[config.mk]
export PLATFORM = sky130hd
export DESIGN_NAME = i2cm_csr_bank
export DESIGN_NICKNAME = d
export VERILOG_FILES = /design/src/rtl/i2cm_bank_pkg.sv /design/src/rtl/i2cm_fifo.sv /design/src/rtl/i2cm_irq_unit.sv /design/src/rtl/i2cm_csr_bank.sv
export SDC_FILE = /design/constraint.sdc
export NUM_CORES = 1
export LEC_CHECK = 0
export BUFFER_PORTS_ARGS = -buffer_cell sky130_fd_sc_hd__buf_2
export CAP_MARGIN = 0
export CORE_MARGIN = 4
export CORE_UTILIZATION = 35
export DETAILED_ROUTE_END_ITERATION = 12
export SLEW_MARGIN = 10
export SYNTH_ARGS = -nofsm -noshare
export SYNTH_HDL_FRONTEND = slang
export SYNTH_SLANG_ARGS = --single-unit
[constraint.sdc]
create_clock -name clk -period 3.9 [get_ports clk]
set_input_delay 0.585 -clock clk [delete_from_list [all_inputs] [get_ports clk]]
set_output_delay 0.585 -clock clk [all_outputs]
set_load 0.01 [all_outputs]
[src/rtl/i2cm_bank_pkg.sv]
package i2cm_bank_pkg;

  // Register byte offsets
  localparam logic [7:0] A_CFG  = 8'h00;
  localparam logic [7:0] A_TIM  = 8'h04;
  localparam logic [7:0] A_FCTL = 8'h0C;
  localparam logic [7:0] A_CMD  = 8'h30;
  localparam logic [7:0] A_IEN  = 8'h38;
  localparam logic [7:0] A_IST  = 8'h3C;
  localparam logic [7:0] A_TXD  = 8'h40;
  localparam logic [7:0] A_RXD  = 8'h44;

  // Bit positions
  localparam int B_SRST     = 31;
  localparam int B_EN       = 30;
  localparam int B_FAST     = 31;
  localparam int B_FLUSH_RX = 31;
  localparam int B_FLUSH_TX = 30;
  localparam int B_EV_FULL  = 31;
  localparam int B_EV_THLD  = 30;
  localparam int B_EV_DONE  = 28;
  localparam int B_TX_LAST  = 31;
  localparam int B_START    = 31;

  // Number of interrupt sources: 0 = done, 1 = threshold, 2 = full
  localparam int N_EV = 3;

  typedef struct packed {
    logic       last;
    logic [7:0] data;
  } tx_ent_t;

  typedef struct packed {
    logic [1:0] st;
    logic       pec;
    logic [7:0] data;
  } rx_ent_t;

endpackage

[src/rtl/i2cm_fifo.sv]
module i2cm_fifo #(
  parameter int WIDTH = 8,
  parameter int DEPTH = 64,
  localparam int AW = $clog2(DEPTH),
  localparam int CW = AW + 1
) (
  input  logic             clk,
  input  logic             rst_n,
  input  logic             clear,
  input  logic             push,
  input  logic [WIDTH-1:0] din,
  input  logic             pop,
  output logic [WIDTH-1:0] dout,
  output logic [CW-1:0]    count,
  output logic             full,
  output logic             empty
);

  logic [WIDTH-1:0] mem [DEPTH];
  logic [AW-1:0]    wr_ptr, rd_ptr;
  logic             do_push, do_pop;

  assign full    = (count == CW'(DEPTH));
  assign empty   = (count == '0);
  assign do_push = push && !full;
  assign do_pop  = pop && !empty;
  assign dout    = mem[rd_ptr];

  always_ff @(posedge clk) begin
    if (do_push) mem[wr_ptr] <= din;
  end

  always_ff @(posedge clk or negedge rst_n) begin
    if (!rst_n) begin
      wr_ptr <= '0;
      rd_ptr <= '0;
      count  <= '0;
    end else if (clear) begin
      wr_ptr <= '0;
      rd_ptr <= '0;
      count  <= '0;
    end else begin
      if (do_push) wr_ptr <= (wr_ptr == AW'(DEPTH - 1)) ? '0 : wr_ptr + 1'b1;
      if (do_pop)  rd_ptr <= (rd_ptr == AW'(DEPTH - 1)) ? '0 : rd_ptr + 1'b1;
      count <= count + CW'(do_push) - CW'(do_pop);
    end
  end

endmodule

[src/rtl/i2cm_irq_unit.sv]
module i2cm_irq_unit #(
  parameter int N = 3,
  parameter logic [N-1:0] LEVEL_RST = '0
) (
  input  logic         clk,
  input  logic         rst_n,
  input  logic         clear,
  input  logic [N-1:0] level,
  input  logic         clr_wr,
  input  logic [N-1:0] clr_mask,
  input  logic [N-1:0] enable,
  output logic [N-1:0] pending,
  output logic         irq
);

  logic [N-1:0] level_q;

  // One edge detector and one sticky flag per source
  for (genvar g = 0; g < N; g++) begin : g_src
    logic rise;
    assign rise = level[g] && !level_q[g];

    always_ff @(posedge clk or negedge rst_n) begin
      if (!rst_n) begin
        level_q[g] <= LEVEL_RST[g];
        pending[g] <= 1'b0;
      end else begin
        level_q[g] <= level[g];
        if (clear)                      pending[g] <= 1'b0;
        else if (rise)                  pending[g] <= 1'b1;
        else if (clr_wr && clr_mask[g]) pending[g] <= 1'b0;
      end
    end
  end

  assign irq = |(pending & enable);

endmodule

[src/rtl/i2cm_csr_bank.sv]
module i2cm_csr_bank
  import i2cm_bank_pkg::*;
#(
  parameter int DEPTH = 64,
  localparam int CW = $clog2(DEPTH) + 1
) (
  input  logic        clk,
  input  logic        rst_n,
  input  logic        host_valid,
  output logic        host_ready,
  input  logic        host_write,
  input  logic [7:0]  host_addr,
  input  logic [31:0] host_wdata,
  output logic        rsp_valid,
  output logic [31:0] rsp_data,
  output logic        tx_valid,
  input  logic        tx_ready,
  output logic [8:0]  tx_data,
  input  logic        rx_valid,
  output logic        rx_ready,
  input  logic [10:0] rx_data,
  input  logic        eng_busy,
  output logic        cmd_start,
  output logic [30:0] cmd_word,
  output logic        ctl_reset,
  output logic        ctl_enable,
  output logic [3:0]  ctl_retry,
  output logic        ctl_fast,
  output logic        irq
);

  logic          wr, rd;
  logic          soft_rst;
  logic          flush_rx_q, flush_tx_q;
  logic [5:0]    thld_q;
  logic [N_EV-1:0] ie_vec, pend_vec, clr_mask, ev_level;
  logic [31:0]   sts_word, ie_word, rd_word;

  logic          tx_push, tx_pop, tx_full, tx_empty;
  logic [CW-1:0] tx_count;
  tx_ent_t       tx_din, tx_dout;

  logic          rx_push, rx_pop, rx_full, rx_empty;
  logic [CW-1:0] rx_count;
  rx_ent_t       rx_dout;

  assign host_ready = 1'b1;
  assign wr = host_valid && host_write;
  assign rd = host_valid && !host_write;

  // Configuration, timing, command, enable and threshold registers
  always_ff @(posedge clk or negedge rst_n) begin
    if (!rst_n) begin
      ctl_reset  <= 1'b0;
      ctl_enable <= 1'b0;
      ctl_retry  <= '0;
      ctl_fast   <= 1'b0;
      cmd_word   <= '0;
      cmd_start  <= 1'b0;
      ie_vec     <= '0;
      thld_q     <= '0;
      flush_rx_q <= 1'b0;
      flush_tx_q <= 1'b0;
    end else begin
      cmd_start  <= 1'b0;
      flush_rx_q <= 1'b0;
      flush_tx_q <= 1'b0;
      if (wr) begin
        unique case (host_addr)
          A_CFG: begin
            ctl_reset  <= host_wdata[B_SRST];
            ctl_enable <= host_wdata[B_EN];
            ctl_retry  <= host_wdata[19:16];
          end
          A_TIM:  ctl_fast <= host_wdata[B_FAST];
          A_FCTL: begin
            flush_rx_q <= host_wdata[B_FLUSH_RX];
            flush_tx_q <= host_wdata[B_FLUSH_TX];
            thld_q     <= host_wdata[13:8];
          end
          A_CMD: begin
            cmd_word  <= host_wdata[30:0];
            cmd_start <= host_wdata[B_START];
          end
          A_IEN: ie_vec <= {host_wdata[B_EV_FULL], host_wdata[B_EV_THLD],
                            host_wdata[B_EV_DONE]};
          default: ;
        endcase
      end
    end
  end

  assign soft_rst = ctl_reset;

  // Transmit queue
  assign tx_push  = wr && (host_addr == A_TXD) && !soft_rst;
  assign tx_din   = '{last: host_wdata[B_TX_LAST], data: host_wdata[7:0]};
  assign tx_valid = !tx_empty && !soft_rst;
  assign tx_pop   = tx_valid && tx_ready;
  assign tx_data  = tx_dout;

  i2cm_fifo #(.WIDTH($bits(tx_ent_t)), .DEPTH(DEPTH)) u_txq (
    .clk(clk), .rst_n(rst_n), .clear(soft_rst || flush_tx_q),
    .push(tx_push), .din(tx_din), .pop(tx_pop), .dout(tx_dout),
    .count(tx_count), .full(tx_full), .empty(tx_empty)
  );

  // Receive queue
  assign rx_ready = !rx_full && !soft_rst;
  assign rx_push  = rx_valid && rx_ready;
  assign rx_pop   = rd && (host_addr == A_RXD);

  i2cm_fifo #(.WIDTH($bits(rx_ent_t)), .DEPTH(DEPTH)) u_rxq (
    .clk(clk), .rst_n(rst_n), .clear(soft_rst || flush_rx_q),
    .push(rx_push), .din(rx_data), .pop(rx_pop), .dout(rx_dout),
    .count(rx_count), .full(rx_full), .empty(rx_empty)
  );

  // Interrupt events: index 0 = engine idle (busy fell), 1 = above threshold, 2 = full
  assign ev_level = {rx_full, (rx_count > CW'(thld_q)), !eng_busy};
  assign clr_mask = {host_wdata[B_EV_FULL], host_wdata[B_EV_THLD], host_wdata[B_EV_DONE]};

  i2cm_irq_unit #(.N(N_EV), .LEVEL_RST(3'b001)) u_irq (
    .clk(clk), .rst_n(rst_n), .clear(soft_rst), .level(ev_level),
    .clr_wr(wr && (host_addr == A_IST)), .clr_mask(clr_mask),
    .enable(ie_vec), .pending(pend_vec), .irq(irq)
  );

  always_comb begin
    sts_word = '0;
    sts_word[B_EV_DONE] = pend_vec[0];
    sts_word[B_EV_THLD] = pend_vec[1];
    sts_word[B_EV_FULL] = pend_vec[2];
    ie_word = '0;
    ie_word[B_EV_DONE] = ie_vec[0];
    ie_word[B_EV_THLD] = ie_vec[1];
    ie_word[B_EV_FULL] = ie_vec[2];
  end

  // Read data select
  always_comb begin
    rd_word = '0;
    unique case (host_addr)
      A_CFG: begin
        rd_word[B_SRST]  = ctl_reset;
        rd_word[B_EN]    = ctl_enable;
        rd_word[19:16]   = ctl_retry;
      end
      A_TIM:  rd_word[B_FAST] = ctl_fast;
      A_FCTL: begin
        rd_word[22:16] = 7'(rx_count);
        rd_word[13:8]  = thld_q;
      end
      A_CMD:  rd_word = {eng_busy, cmd_word};
      A_IEN:  rd_word = ie_word;
      A_IST:  rd_word = sts_word;
      A_RXD:  if (!rx_empty) rd_word = {rx_dout.st, rx_dout.pec, 21'd0, rx_dout.data};
      default: ;
    endcase
  end

  always_ff @(posedge clk or negedge rst_n) begin
    if (!rst_n) begin
      rsp_valid <= 1'b0;
      rsp_data  <= '0;
    end else begin
      rsp_valid <= rd;
      rsp_data  <= rd ? rd_word : '0;
    end
  end

endmodule

==> summary.md, run 1 <==
| Metric | Value |
|---|---|
| Routed WL | `142 mm` |
| Remaining global-route overflow | `0` |
| Internal | `28.5 mW` |
| MaxCap Viol Count | `0` |
| Clock Pin Slew Worst Setup and Hold Paths | `0.06 ns` |
| Yosys warns | `0` |
| Die width | `406 µm` |
| #FFs+latches synth | `1,407` |
| Startpoint Class | `flop` |
| GRT Total Usage | `17.2%` |
| Status | `finished with violations` |
| Max Fclk | `0.256 GHz` |
| Crit Path Class | `flop to output pin` |
| Global-route wire length before repair | `205 mm` |
| Worst path max stage delay | `0.56 ns` |
| Clk pwr share | `34.9%` |
| RSZ-0062 raised after global routing | `yes` |
| CTS Sinks | `1,407` |
| Met1 Track Usage GR | `23.8%` |
| Cell depth of the worst setup path | `8` |
| CTS tree | `yes` |
| CTS buffer count | `141` |
| Synth area leaders | `edfxtp_1 (69%), mux4_2 (14%), dfrtp_1 (5.7%)` |
| FF-to-FF End | `u_rxq.count[6]` |
| Router iterations before antenna repair | `7` |
| Worst r2r path cells | `16` |
| R2r setup slk | `0.40 ns` |
| Wire per inst | `26.7 µm` |
| Synth Net Count | `2,781` |
| Rel. slew slack | `14.3%` |
| Least-Margin Pin Slew | `1.29 ns` |
| H-tree depth | `4` |
| EDFF count, synth | `1,280` |
| Post-synthesis sequential area ratio | `75.2%` |
| Avg Inst Size Synth | `20.5 µm²` |
| Met2 global-route usage | `26.1%` |
| Commonest cells post-synth | `edfxtp_1 (1,280), mux4_2 (356), nor2_1 (184)` |
| Clock Latency Late Sink | `0.78 ns` |
| Dominant cell by count in the synthesized netlist | `edfxtp_1` |
| Skew final | `0.0434 ns` |
| Grt peak-use layer | `met2` |
| Tcrit/Tclk final | `100%` |
| # IOs | `143` |
| Vias in the first global route | `28,500` |
| Final hold vios | `0` |
| Clock tree buffer depth | `3` |
| Vias | `28,100` |
| Met3 GRT Util | `5.61%` |
| Static leakage | `22.0 nW` |
| Clk root buf | `clkbuf_16` |
| NetSw | `10.4 mW` |
| Synth top area share | `69.5%` |
| Post-synth ARST share | `9.03%` |
| Fin crit period | `3.90 ns` |
| Failing checks | `negative setup slack` |
| Core area | `0.157 mm²` |
| Critical Path Source | `u_txq.rd_ptr[0]` |
| Drt initial violations | `3,036` |
| CP max-delay cell | `mux4_2` |
| CP required | `3.31 ns` |
| Die area | `0.165 mm²` |
| Final WS setup | `-0.00415 ns` |
| FF-to-FF Start | `u_rxq.count[2]` |
| Sw Share | `26.6%` |
| Post-synth cell types | `69` |
| Critical Path End Type | `output pin` |
| Final Wtd Congestion | `0.861` |
| Antenna Nets Post-Route | `0` |
| Hpwl dp | `91.9 mm` |
| Die Ht | `406 µm` |
| Combinational share of power | `20.7%` |
| Synth Flop Type | `edfxtp_1` |
| Worst path cell trace | `buf_6, buf_16, mux4_2, mux4_2, mux2_4, nand2_1, o21ai_1, buf_2` |
| Post-DR vias/cell | `5.29` |
| VDD IR max | `0.000513 V` |
| Critical Path Sink | `tx_data[5]` |
| Fin nets | `3,217` |
| Final core utilization | `41.9%` |
| Top delay family on crit path | `multiplexers` |
| Count of pins over their slew limit | `0` |
| Syn Inst Count | `2,693` |
| TNS Setup | `-0.00415 ns` |
| Flop pwr share | `44.4%` |
| Layout cells sized above 1 | `33.4%` |
| Min-delay worst type | `primary input to flop` |
| Overall power | `38.9 mW` |
| Drc violations | `0` |
| Initial Utilization | `35.3%` |
| PwrDens | `593 mW/mm²` |
| Synth Cell Area | `0.0553 mm²` |
| Antenna violations before repair | `8` |
| Pin count of the biggest net entering global routing | `65` |
| Area Growth Syn to Fin | `18.6%` |
| Cell mode on critical path | `mux4_2` |
| Setup violation total in the final timing report | `1` |
| Port-buffer cells | `141` |
| WP data arrival | `3.32 ns` |
| CP bufs+invs | `3` |
| # rows | `145` |
| Worst-path fanout max | `5` |
| Synth area leader | `edfxtp_1` |
[routing by layer]
metal	vias to the layer above	wire length, µm
li1	11900	-
met1	14800	59100
met2	1107	65200
met3	213	13700
met4	2	3770
met5	-	135
[layout make-up]
class	instances	area, µm²
Fill cell	13700	91100
Sequential cell	1407	41600
Clock buffer	179	3710
Antenna cell	6	15.0
Inverter	41	154
Clock inverter	79	928
Multi-Input combinational cell	1103	13100
Tap cell	2058	2570
Timing Repair Buffer	435	3460
[worst min path at each step]
stage / endpoint / start / depth (start not counted) / slack (ns)
floorplan: cmd_start / rst_n / 0 / 0.29
global placement: rsp_data[13] / thld_q[5] / 1 / 0.48
detailed placement: rsp_data[23] / cmd_word[23] / 1 / 0.48
CTS: cmd_word[26] / host_wdata[26] / 2 / 0.004
global route: cmd_word[26] / host_wdata[26] / 2 / 0.03
finish: cmd_word[26] / host_wdata[26] / 2 / 0.07
[stage by stage]
| stage | instance area [µm²] | hold slack, ns | std cells | setup WS (ns) |
|---|---|---|---|---|
| floorplan | 55300 | 0.289 | 2693 | 0.401 |
| global placement | 60200 | 0.479 | 5007 | 0.107 |
| detailed placement | 60200 | 0.484 | 5007 | 0.0743 |
| CTS | 65600 | 0.00356 | 5301 | -0.0597 |
| global route | 65600 | 0.0283 | 5302 | -0.0926 |
| finish | 65600 | 0.0673 | 5308 | -0.00415 |
[flip-flops by register name, indices dropped and copies added, names as in the netlist, 7 cells and up]
signal and cells:
cmd_word 31, rsp_data 32, u_rxq.count 7, u_rxq.mem 704
u_txq.count 7, u_txq.mem 576
[repair_timing]
action                                  4_1_cts  5_1_grt
endpoints found under the setup margin        9       10
gates resized for setup                      47        2
hold endpoints to repair                     47        0
gates cloned                                 11        0
hold buffers                                 17        0
buffers inserted                             11        2
[cell families (layout without fill, tap and decap cells)]
kind of cell    Yosys count  count (layout)  synth area share, %
flops                  1407            1407                 75.2
xor+xnor                 16              16                0.253
other cells               1               7              0.00678
compound gates          190             190                 2.32
mux                     474             474                 16.7
fa+ha+maj                30              30                0.705
simple gates            392             392                 3.37
buf+inv                 183             734                 1.40
[power groups by stage]
stage	Sequential [mW]	Combinational (mW)	Clock, mW
CTS	17.3	8.13	13.9
finish	17.3	8.06	13.6
detailed placement	17.6	7.49	0
global route	17.3	8.60	14.6
floorplan	17.3	5.04	0
global placement	17.6	7.46	0
[cells in the final DEF (no fill, tap or decap), types with 15 or more instances in the layout]
master         Yosys  routed
clkinv_2           0      22
nor2_1           184     183
nand3_1           15      15
nor3_1            15      15
ha_1              28      28
dfrtp_1          126     119
o21ai_0           30      28
buf_2             42     139
dlygate4sd3_1      0      17
and2_1            16      16
edfxtp_1        1280    1280
buf_4              7     244
mux2i_1           63      54
clkbuf_16          0     141
clkbuf_1          77      34
nand2_1           71      68
inv_1             38      38
mux2_2            54      45
a22oi_1           48      48
clkinv_1           3      22
mux4_2           356     356
buf_12             0      19
a21oi_1           42      42
Power figures use the tool's default switching activity.
==> inputs of run 2 (changes only) <==
==> constraint.sdc (replaced) <==
create_clock -name clk -period 3.9 [get_ports clk]
set_input_delay 0.39 -clock clk [delete_from_list [all_inputs] [get_ports clk]]
set_output_delay 0.39 -clock clk [all_outputs]
set_load 0.01 [all_outputs]
==> run 2 against run 1 <==
Net effect: the flow now finishes without violations; power is 0.65% lower; maximum frequency is 3.0% higher; via count is 0.39% lower; setup slack better by 0.11 ns; register-to-register slack better by 0.06 ns; clock skew is 0.016 ns lower; count of clock-buffer cells in the layout is 3 higher; routed wire length is 0.92% lower; first-iteration DRC count is 4.3% higher; sequential cell count stayed put; sequential share of layout area is 0.40 points higher; largest cell class unchanged.
==> summary.md, run 2 (synthesis gave the netlist of run 1 again) <==
| Metric | Value |
|---|---|
| Remaining global-route overflow | `0` |
| Clock Latency Late Sink | `0.77 ns` |
| Area Growth Syn to Fin | `17.8%` |
| # rows | `145` |
| Die width | `406 µm` |
| H-tree depth | `4` |
| Rel. slew slack | `17.5%` |
| FF-to-FF Start | `u_txq.count[2]` |
| CP required | `3.51 ns` |
| NetSw | `10.2 mW` |
| RSZ-0062 raised after global routing | `no` |
| Port-buffer cells | `141` |
| Die area | `0.165 mm²` |
| Min-delay worst type | `primary input to flop` |
| Sw Share | `26.3%` |
| Overall power | `38.7 mW` |
| Vias in the first global route | `28,100` |
| Router iterations before antenna repair | `5` |
| Worst-path fanout max | `41` |
| Skew final | `0.0273 ns` |
| Most common cell after layout, fill and taps aside | `edfxtp_1` |
| Drt initial violations | `3,167` |
| Max Fclk | `0.264 GHz` |
| GRT Total Usage | `17.0%` |
| Fin crit period | `3.79 ns` |
| FF-to-FF End | `u_txq.count[6]` |
| Layout cells sized above 1 | `32.4%` |
| Combinational share of power | `19.3%` |
| Clock Pin Slew Worst Setup and Hold Paths | `0.06 ns` |
| Critical Path End Type | `output pin` |
| Drc violations | `0` |
| Static leakage | `21.8 nW` |
| Flop pwr share | `45.0%` |
| Max reg flops | `704` |
| Final Wtd Congestion | `0.869` |
| R2r setup slk | `0.46 ns` |
| PwrDens | `593 mW/mm²` |
| Crit Path Class | `flop to output pin` |
| Die Ht | `406 µm` |
| Post-DR vias/cell | `5.29` |
| # IOs | `143` |
| Routed WL | `141 mm` |
| Hpwl dp | `89.9 mm` |
| Biggest register | `u_rxq.mem` |
| Fin nets | `3,194` |
| Core area | `0.157 mm²` |
| Startpoint Class | `flop` |
| Clk root buf | `clkbuf_16` |
| Clock tree buffer depth | `3` |
| Antenna Nets Post-Route | `0` |
| Fill cell count | `13,700` |
| Final hold vios | `0` |
| WP data arrival | `3.40 ns` |
| CTS buffer count | `144` |
| Critical Path Sink | `tx_data[8]` |
| TNS Setup | `0 ns` |
| Commonest non-fill, non-tap cells in the layout | `edfxtp_1 (1,280), mux4_2 (356), buf_4 (217), nor2_1 (183), clkbuf_16 (148)` |
| Vias | `27,900` |
| Count of pins over their slew limit | `0` |
| Regs by FF count | `u_rxq.mem (704), u_txq.mem (576), rsp_data (32)` |
| MaxCap Viol Count | `0` |
| Critical Path Source | `u_txq.rd_ptr[2]` |
| Clk pwr share | `35.7%` |
| CTS Sinks | `1,407` |
| VDD IR max | `0.000438 V` |
| Initial Utilization | `35.3%` |
| Tcrit/Tclk final | `97.2%` |
| Least-Margin Pin Slew | `1.24 ns` |
| Global-route wire length before repair | `202 mm` |
| Antenna violations before repair | `8` |
| CTS tree | `yes` |
| Pin count of the biggest net entering global routing | `76` |
| Wire per inst | `26.6 µm` |
| Setup violation total in the final timing report | `0` |
| Internal | `28.5 mW` |
| Worst r2r path cells | `17` |
| Status | `finished clean` |
[run 2: how the worst min path moves through the flow]
stage                  start         endpoint  depth (start not counted)
floorplan              rst_n        cmd_start                          0
global placement       rst_n     cmd_word[11]                          1
detailed placement     rst_n     cmd_word[11]                          1
CTS                 tx_ready  u_txq.rd_ptr[1]                          4
global route        rx_valid  u_rxq.wr_ptr[0]                          3
finish              tx_ready  u_txq.rd_ptr[1]                          4
[run 2: per-stage QoR]
step	hold WS, ns	area (µm²)	std cells	worst slack, ns	util, %
finish	0.0754	65200	5287	0.108	41.6
global route	0.0512	65200	5281	0.00602	41.6
CTS	0.0179	65200	5280	0.0218	41.6
detailed placement	0.479	60000	4983	0.268	38.3
global placement	0.479	60000	4983	0.280	38.3
floorplan	0.0944	55300	2693	0.401	-
[run 2: area by class of cell]
class	instances	area, µm²	share of cell area [%]
antenna	6	15.0	0.0230
inverter	41	158	0.242
clock buffer	182	3860	5.92
clock inverter	81	846	1.30
sequential	1407	41600	63.8
timing repair buffer	409	3120	4.78
tap	2058	2570	3.95
multi-input combinational	1103	13000	19.9
[run 2: power groups by stage]
| stage | registers, mW | logic (mW) | clock network [mW] |
|---|---|---|---|
| 5_1_grt | 17.4 | 8.01 | 14.7 |
| 3_5_place_dp | 17.7 | 7.33 | 0 |
| 3_3_place_gp | 17.7 | 7.30 | 0 |
| 2_1_floorplan | 17.3 | 5.04 | 0 |
| 4_1_cts | 17.4 | 7.53 | 14.1 |
| 6_report | 17.4 | 7.47 | 13.8 |
[run 2: repair_timing]
action                                  4_1_cts  5_1_grt
hold endpoints to repair                    111        0
hold buffers                                 27        0
gates resized for setup                       7        5
endpoints found under the setup margin        9        8
cloned                                        2        0
buffers inserted                              5        1
[run 2: worst max-delay path: stages (launching register included)]
cell	delay, ns
dfrtp_4	0.88
mux4_2	0.46
mux4_2	0.54
mux2_2	0.33
nand2_1	0.08
o21ai_1	0.12
buf_2	0.19
[run 2: metal layers]
metal / part of all wire (%) / track usage, % / vias to the layer above
li1: - / - / 11900
met4: 2.6 / 4.95 / 2
met5: 0.0092 / 0 / -
met1: 41 / 23.5 / 14800
met3: 10 / 5.83 / 194
met2: 46 / 25.7 / 1093
